## src/rtl/rng_ctrl_pkg.sv

```systemverilog
package rng_ctrl_pkg;
  localparam logic [7:0] ADDR_CMD  = 8'h04;
  localparam logic [7:0] ADDR_CTRL = 8'h08;
  localparam logic [7:0] ADDR_STAT = 8'h0C;
  localparam logic [7:0] ADDR_ERR  = 8'h10;
  localparam logic [7:0] ADDR_FIFO = 8'h14;

  localparam int CMD_SELFTEST = 0;
  localparam int CMD_SEED     = 1;
  localparam int CMD_CLR_INT  = 4;
  localparam int CMD_CLR_ERR  = 5;

  localparam int CTRL_MASK_DONE = 5;
  localparam int CTRL_MASK_ERR  = 6;

  localparam int STAT_ST_DONE   = 4;
  localparam int STAT_SEED_DONE = 5;
  localparam int STAT_LVL_LSB   = 8;
  localparam int STAT_ERROR     = 16;

  localparam int ERR_ST_FAIL   = 2;
  localparam int ERR_STAT_FAIL = 3;
  localparam int ERR_UNDERFLOW = 4;

  typedef enum logic [1:0] {OP_NONE, OP_SELFTEST, OP_SEED} op_e;
endpackage

```

## src/rtl/rng_op_seq.sv

```systemverilog
module rng_op_seq
  import rng_ctrl_pkg::*;
#(
  parameter int OP_CYCLES = 64
) (
  input  logic clk_i,
  input  logic rst_ni,
  input  logic start_st_i,
  input  logic start_seed_i,
  input  logic force_fail_i,
  output logic busy_o,
  output logic fin_o,
  output op_e  fin_op_o,
  output logic fin_fail_o
);
  localparam int CNT_W = $clog2(OP_CYCLES + 1);

  op_e              op_q;
  logic [CNT_W-1:0] cnt_q;
  logic             fail_q;

  assign busy_o     = (op_q != OP_NONE);
  assign fin_o      = busy_o && (cnt_q == '0);
  assign fin_op_o   = op_q;
  assign fin_fail_o = fail_q;

  always_ff @(posedge clk_i or negedge rst_ni) begin
    if (!rst_ni) begin
      op_q   <= OP_NONE;
      cnt_q  <= '0;
      fail_q <= 1'b0;
    end else if (!busy_o) begin
      // self-test wins when both starts arrive together
      if (start_st_i || start_seed_i) begin
        op_q   <= start_st_i ? OP_SELFTEST : OP_SEED;
        cnt_q  <= CNT_W'(OP_CYCLES - 1);
        fail_q <= force_fail_i;
      end
    end else if (cnt_q == '0) begin
      op_q <= OP_NONE;
    end else begin
      cnt_q <= cnt_q - 1'b1;
    end
  end

  p_busy_holds_r3: assert property (@(posedge clk_i) disable iff (!rst_ni)
    busy_o && cnt_q != '0 |=> busy_o && op_q == $past(op_q));

  p_start_ignored_r4: assert property (@(posedge clk_i) disable iff (!rst_ni)
    busy_o && cnt_q != '0 && (start_st_i || start_seed_i) |=> cnt_q == $past(cnt_q) - 1'b1);
endmodule

```

## src/rtl/rng_lfsr_src.sv

```systemverilog
module rng_lfsr_src #(
  parameter int              W    = 32,
  parameter logic [W-1:0]    POLY = 32'h8020_0003,
  parameter logic [W-1:0]    INIT = 32'h0000_0001
) (
  input  logic         clk_i,
  input  logic         rst_ni,
  input  logic         advance_i,
  output logic [W-1:0] word_o
);
  logic [W-1:0] s_q;

  assign word_o = s_q;

  always_ff @(posedge clk_i or negedge rst_ni) begin
    if (!rst_ni)        s_q <= INIT;
    else if (advance_i) s_q <= (s_q >> 1) ^ (s_q[0] ? POLY : '0);
  end

  p_lfsr_nonzero_r9: assert property (@(posedge clk_i) disable iff (!rst_ni)
    word_o != '0);
endmodule

```

## src/rtl/rng_out_fifo.sv

```systemverilog
module rng_out_fifo #(
  parameter int W     = 32,
  parameter int DEPTH = 16
) (
  input  logic                         clk_i,
  input  logic                         rst_ni,
  input  logic                         push_i,
  input  logic [W-1:0]                 data_i,
  input  logic                         pop_i,
  output logic [W-1:0]                 data_o,
  output logic [$clog2(DEPTH+1)-1:0]   level_o,
  output logic                         full_o,
  output logic                         empty_o
);
  localparam int PTR_W = (DEPTH > 1) ? $clog2(DEPTH) : 1;
  localparam int LVL_W = $clog2(DEPTH + 1);

  logic [W-1:0]     mem_q [DEPTH];
  logic [PTR_W-1:0] wr_q, rd_q;
  logic [LVL_W-1:0] cnt_q;
  logic             push_ok, pop_ok;

  assign full_o  = (cnt_q == LVL_W'(DEPTH));
  assign empty_o = (cnt_q == '0);
  assign push_ok = push_i && !full_o;
  assign pop_ok  = pop_i && !empty_o;
  assign level_o = cnt_q;
  assign data_o  = empty_o ? '0 : mem_q[rd_q];

  function automatic logic [PTR_W-1:0] inc(input logic [PTR_W-1:0] p);
    return (p == PTR_W'(DEPTH - 1)) ? '0 : p + 1'b1;
  endfunction

  always_ff @(posedge clk_i) begin
    if (push_ok) mem_q[wr_q] <= data_i;
  end

  always_ff @(posedge clk_i or negedge rst_ni) begin
    if (!rst_ni) begin
      wr_q  <= '0;
      rd_q  <= '0;
      cnt_q <= '0;
    end else begin
      if (push_ok) wr_q <= inc(wr_q);
      if (pop_ok)  rd_q <= inc(rd_q);
      case ({push_ok, pop_ok})
        2'b10:   cnt_q <= cnt_q + 1'b1;
        2'b01:   cnt_q <= cnt_q - 1'b1;
        default: cnt_q <= cnt_q;
      endcase
    end
  end

  p_level_bound_r9: assert property (@(posedge clk_i) disable iff (!rst_ni)
    cnt_q <= LVL_W'(DEPTH));

  p_empty_pop_r10: assert property (@(posedge clk_i) disable iff (!rst_ni)
    pop_i && empty_o && !push_i |=> empty_o);
endmodule

```

## src/rtl/rng_ctrl_regs.sv

```systemverilog
module rng_ctrl_regs
  import rng_ctrl_pkg::*;
#(
  parameter int OP_CYCLES = 64,
  parameter int DEPTH     = 16,
  parameter int DW        = 32,
  parameter int AW        = 8
) (
  input  logic          clk_i,
  input  logic          rst_ni,
  input  logic          req_valid_i,
  input  logic          req_write_i,
  input  logic [AW-1:0] req_addr_i,
  input  logic [DW-1:0] req_wdata_i,
  output logic [DW-1:0] rsp_rdata_o,
  output logic          irq_o,
  input  logic          force_fail_i
);
  localparam int LVL_W = $clog2(DEPTH + 1);

  logic            wr_cmd, wr_ctrl, rd_en, rd_fifo;
  logic            start_st, start_seed, clr_int, clr_err;
  logic            busy, fin, fin_fail, seed_acc, st_acc, underflow;
  op_e             fin_op;
  logic [1:0]      mask_q;          // [0] done, [1] error
  logic            st_done_q, seed_done_q, seeded_q;
  logic            done_pend_q, err_pend_q;
  logic [DW-1:0]   err_q;
  logic [DW-1:0]   rng_word, fifo_word;
  logic [LVL_W-1:0] level;
  logic            full, empty, push;

  assign wr_cmd  = req_valid_i && req_write_i && (req_addr_i == ADDR_CMD);
  assign wr_ctrl = req_valid_i && req_write_i && (req_addr_i == ADDR_CTRL);
  assign rd_en   = req_valid_i && !req_write_i;
  assign rd_fifo = rd_en && (req_addr_i == ADDR_FIFO);

  assign start_st   = wr_cmd && req_wdata_i[CMD_SELFTEST];
  assign start_seed = wr_cmd && req_wdata_i[CMD_SEED];
  assign clr_int    = wr_cmd && req_wdata_i[CMD_CLR_INT];
  assign clr_err    = wr_cmd && req_wdata_i[CMD_CLR_ERR];
  assign st_acc     = start_st && !busy;
  assign seed_acc   = start_seed && !start_st && !busy;
  assign underflow  = rd_fifo && empty;
  assign push       = seeded_q && !full;

  rng_op_seq #(.OP_CYCLES(OP_CYCLES)) u_seq (
    .clk_i, .rst_ni,
    .start_st_i   (start_st),
    .start_seed_i (start_seed),
    .force_fail_i (force_fail_i),
    .busy_o       (busy),
    .fin_o        (fin),
    .fin_op_o     (fin_op),
    .fin_fail_o   (fin_fail)
  );

  rng_lfsr_src #(.W(DW)) u_lfsr (
    .clk_i, .rst_ni,
    .advance_i (push),
    .word_o    (rng_word)
  );

  rng_out_fifo #(.W(DW), .DEPTH(DEPTH)) u_fifo (
    .clk_i, .rst_ni,
    .push_i  (push),
    .data_i  (rng_word),
    .pop_i   (rd_fifo),
    .data_o  (fifo_word),
    .level_o (level),
    .full_o  (full),
    .empty_o (empty)
  );

  always_ff @(posedge clk_i or negedge rst_ni) begin
    if (!rst_ni) mask_q <= 2'b11;
    else if (wr_ctrl) mask_q <= {req_wdata_i[CTRL_MASK_ERR], req_wdata_i[CTRL_MASK_DONE]};
  end

  always_ff @(posedge clk_i or negedge rst_ni) begin
    if (!rst_ni) begin
      st_done_q   <= 1'b0;
      seed_done_q <= 1'b0;
      seeded_q    <= 1'b0;
    end else begin
      if (st_acc) st_done_q <= 1'b0;
      else if (fin && fin_op == OP_SELFTEST) st_done_q <= 1'b1;
      if (seed_acc) begin
        seed_done_q <= 1'b0;
        seeded_q    <= 1'b0;
      end else if (fin && fin_op == OP_SEED) begin
        seed_done_q <= 1'b1;
        if (!fin_fail) seeded_q <= 1'b1;
      end
    end
  end

  always_ff @(posedge clk_i or negedge rst_ni) begin
    if (!rst_ni) begin
      err_q       <= '0;
      done_pend_q <= 1'b0;
      err_pend_q  <= 1'b0;
    end else begin
      logic [DW-1:0] err_n;
      logic          dp_n, ep_n;
      err_n = err_q;
      dp_n  = done_pend_q;
      ep_n  = err_pend_q;
      if (clr_err) begin
        err_n = '0;
        dp_n  = 1'b0;
        ep_n  = 1'b0;
      end else if (clr_int && err_q == '0) begin
        dp_n = 1'b0;
        ep_n = 1'b0;
      end
      if (fin) begin
        dp_n = 1'b1;
        if (fin_fail) begin
          ep_n = 1'b1;
          if (fin_op == OP_SEED) err_n[ERR_STAT_FAIL] = 1'b1;
          else                   err_n[ERR_ST_FAIL]   = 1'b1;
        end
      end
      if (underflow) begin
        ep_n = 1'b1;
        err_n[ERR_UNDERFLOW] = 1'b1;
      end
      err_q       <= err_n;
      done_pend_q <= dp_n;
      err_pend_q  <= ep_n;
    end
  end

  assign irq_o = (done_pend_q && !mask_q[0]) || (err_pend_q && !mask_q[1]);

  always_comb begin
    rsp_rdata_o = '0;
    if (rd_en) begin
      case (req_addr_i)
        ADDR_CTRL: begin
          rsp_rdata_o[CTRL_MASK_DONE] = mask_q[0];
          rsp_rdata_o[CTRL_MASK_ERR]  = mask_q[1];
        end
        ADDR_STAT: begin
          rsp_rdata_o[STAT_ST_DONE]   = st_done_q;
          rsp_rdata_o[STAT_SEED_DONE] = seed_done_q;
          rsp_rdata_o[STAT_LVL_LSB +: LVL_W] = level;
          rsp_rdata_o[STAT_ERROR]     = (err_q != '0);
        end
        ADDR_ERR:  rsp_rdata_o = err_q;
        ADDR_FIFO: rsp_rdata_o = fifo_word;
        default:   rsp_rdata_o = '0;
      endcase
    end
  end

  p_clr_int_blocked_r7: assert property (@(posedge clk_i) disable iff (!rst_ni)
    clr_int && !clr_err && err_q != '0 |=> err_q != '0 && err_pend_q);

  p_clr_err_wipes_r8: assert property (@(posedge clk_i) disable iff (!rst_ni)
    clr_err && !fin |=> err_q == '0 && !done_pend_q && !err_pend_q);

  p_fill_needs_seed_r9: assert property (@(posedge clk_i) disable iff (!rst_ni)
    !seeded_q |=> level <= $past(level));

  p_fail_no_seed_r6: assert property (@(posedge clk_i) disable iff (!rst_ni)
    fin && fin_fail |=> !seeded_q);
endmodule

```

## config.mk

```make
export PLATFORM = sky130hd
export DESIGN_NAME = rng_ctrl_regs
export DESIGN_NICKNAME = d
export VERILOG_FILES = /design/src/rtl/rng_ctrl_pkg.sv /design/src/rtl/rng_op_seq.sv /design/src/rtl/rng_lfsr_src.sv /design/src/rtl/rng_out_fifo.sv /design/src/rtl/rng_ctrl_regs.sv
export SDC_FILE = /design/constraint.sdc
export NUM_CORES = 1
export LEC_CHECK = 0
export ABC_AREA = 0
export BUFFER_PORTS_ARGS = -buffer_cell sky130_fd_sc_hd__buf_2
export CAP_MARGIN = 20
export CORE_ASPECT_RATIO = 1.5
export CORE_UTILIZATION = 30
export CTS_CLUSTER_DIAMETER = 50
export DETAILED_ROUTE_END_ITERATION = 6
export PLACE_DENSITY = 0.54
export SYNTH_ARGS = -nofsm -noshare
export SYNTH_HDL_FRONTEND = slang
export SYNTH_SLANG_ARGS = --single-unit
```

## constraint.sdc

```tcl
create_clock -name clk_i -period 8.1 [get_ports clk_i]
set_input_delay 1.215 -clock clk_i [delete_from_list [all_inputs] [get_ports clk_i]]
set_output_delay 1.215 -clock clk_i [all_outputs]
set_load 0.005 [all_outputs]
```

==> impl_metrics.tcl <==
set metrics [dict create \
    pwr_density_cell_nw_per_um2 324 \
    grt_pass1_wl_um 77700 \
    diodes 0 \
    netlist.area_leader.share_pct 68.2 \
    cts_tree "done" \
    period_minus_slack_ns 4.98 \
    grt_usage_pct 14.1 \
    synth_area_leaders "edfxtp_1 (68%), mux4_2 (13%), dfrtp_1 (6.9%)" \
    grt_max_degree 88 \
    dr.pass1.iters 4 \
    wire_per_inst_um 23.9 \
    fin_area_um2 25800 \
    critPathSlowestCell "nand2b_2" \
    clock_path_buffers 3 \
    synthToLayoutAreaGrowth_pct 14.4 \
    p_leak_nw 8.28 \
    crit_path_max_fanout 25 \
    gp_congestion 0.765 \
    synthArstFlopShare_pct 11.3 \
    cts_setup_buffers 0 \
    min-delay-start "err_q[4]" \
    r2r_setup_slack_ns 4.10 \
    synth_top_area_cell "edfxtp_1" \
    timing.final.crit_share_pct 61.5 \
    grt_pass1_vias 11685 \
    path_buf_inv 2 \
    final-hold-violation-count 0 \
    cp_common_cell "buf_2" \
    clock_skew_ns 0.0279 \
    hp-class "flip-flop to flip-flop" \
    rsz0062_at_grt "false" \
    yosysSeqAreaShare_pct 75.4 \
    critPathArrivalTime_ns 3.77 \
    max_freq_mhz 201 \
    synth-main-ff-cell "edfxtp_1" \
    crit_required_ns 6.88 \
    drive_gt1_share_pct 30.0 \
    finalHoldWorstSlack_ns 0.525 \
    syn_nets 1144 \
    postRouteAntennaNets 0 \
    startpoint_type "primary input" \
    syn_area_per_cell_um2 20.7 \
    coreArea_um2 74000 \
    synth_edf_count 512 \
    wl_um 52600 \
    dieArea_um2 76300 \
    drc 0 \
    io_pins 78 \
    overflow 0 \
    crit_family "simple AND/OR/NAND/NOR gates" \
    grt_antenna_before_repair 0 \
    std_cell_rows 122 \
    timing.setup.tns_ns 0 \
    critical_path.startpoint "req_addr_i[1]" \
    setup_ws_ns 3.12 \
    ir_drop_v 0.000138 \
    cts_buffers 54 \
    tightest_slew_ns 1.00 \
    post_cts_resized 0 \
    finalSetupViolCount 0 \
    clock_latency_ns 0.61 \
    netlist-cell-type-count 55 \
    final_common_cell "edfxtp_1" \
    report.final.slew_viol_count 0 \
    ys_seq_elements 577 \
    start_util_pct 30.5 \
    yosysWarnings 0 \
    syn_inst 1088 \
    clk_pin_slew_ns 0.06 \
    cts_max_level 2 \
    crit_type "primary input to output port" \
    netlist_area_um2 22600 \
    vias_per_cell 4.91 \
    final_cell_mix "edfxtp_1 (512), mux4_2 (128), dfrtp_1 (59)" \
    die_w_um 226 \
    layout.nets 1217 \
    dpl_worst_slack_ns 3.10 \
    critPathCaptureType "output port" \
    placed_area_um2 24000 \
    drt-initial-drc-count 922 \
    status "complete, no violations" \
    cts_sinks 577 \
    maxCapViolations 0 \
    dp_hpwl_um 28800 \
    timing.rr.start "u_fifo.level_o[1]" \
    cp_cell_sequence "buf_2 > nor3b_1 > nand4_1 > nand2b_2 > a21oi_1 > buf_2" \
    io_buffers 50 \
    die_h_um 338 \
    cpPeakStageDelay_ns 0.76 \
    power.total_w 0.00837 \
    relSlewSlack_pct 33.2 \
    vias 10792 \
    holdBufCountCts 0 \
    root_buffer "clkbuf_16" \
]
[cell families after synthesis]
group                      synth area share [%]
muxes                                      15.5
DFF                                        75.4
AOI/OAI and AO/OA                          3.59
adders and majority gates                 0.610
xor gates and xnor gates                  0.621
and+or+nand+nor                            2.89
buffers and inverters                      1.38
[state kept, by name, summed over array words and instances (netlist names)]
signal / flops
u_fifo.mem_q: 512
u_lfsr.word_o: 32
u_seq.cnt_q: 7
u_fifo.level_o: 5
u_fifo.rd_q: 4
u_fifo.wr_q: 4
err_q: 3
mask_q: 2
u_seq.fin_op_o: 2
done_pend_q: 1
err_pend_q: 1
seed_done_q: 1
seeded_q: 1
st_done_q: 1
u_seq.fin_fail_o: 1
[worst register-to-register path: stages (launching register included)]
cell	delay [ns]
dfrtp_1	0.49
nor4_1	0.75
nand2b_1	0.28
nand2b_2	0.77
inv_1	0.15
ha_1	0.35
xor2_1	0.18
ha_1	0.24
o21a_1	0.18
o21a_1	0.16
o32ai_1	0.19
xor2_1	0.18
[cell usage after synthesis (5+ instances only)]
cell	count
buf_1	7
nor2_1	16
clkbuf_1	27
inv_1	12
o21ai_0	8
nor2b_1	6
and2_1	8
a22oi_1	43
dfrtp_1	62
xor2_1	8
nand2_1	20
o221ai_1	10
nand2b_1	5
nand3_1	7
mux4_2	128
and4_1	6
ha_1	11
nand4_1	5
nor4_1	5
buf_2	20
nor3b_1	5
edfxtp_1	512
buf_4	5
mux2_2	35
xnor2_1	8
a21oi_1	31
mux2i_1	22
[area by class of cell]
| class | count | area (µm²) |
|---|---|---|
| repair buffers | 76 | 460 |
| flip-flops and latches | 577 | 17000 |
| clock inverters | 26 | 254 |
| fillers | 6856 | 48200 |
| clock buffers | 74 | 1520 |
| well taps | 992 | 1240 |
| inverters | 12 | 45.0 |
| multi-input cells | 440 | 5280 |
[per-stage QoR]
stage	utilization [%]	instances
after floorplan	-	1088
after global placement	32.5	2097
after detailed placement	32.5	2097
after CTS	34.9	2197
after global routing	34.9	2197
final	34.9	2197
[per-layer routing]
metal	wire [µm]	vias to the layer above	global-route usage, %
met3	2080	76	2.18
met4	1200	0	4.26
met1	20600	5819	16.4
li1	-	4670	-
met5	0	-	0
met2	28700	227	26.3
[power by group]
group	total, W	internal [W]	leakage, nW	switching (W)
logic	0.000973	0.000369	2.00	0.000605
registers	0.00485	0.00432	5.41	0.000529
clock network	0.00255	0.00144	0.878	0.00110
[path summary, 6_finish.rpt]
path                                          end  cells past startpoint
worst min-delay path                     err_q[4]                      1
min in group asynchronous          u_seq.cnt_q[5]                      1
worst min register to register           err_q[4]                      1
worst max-delay path               rsp_rdata_o[0]                      6
worst max register to register  u_fifo.level_o[4]                     11
max in group asynchronous          u_fifo.rd_q[1]                      2
(Power assumes the default switching activity.)
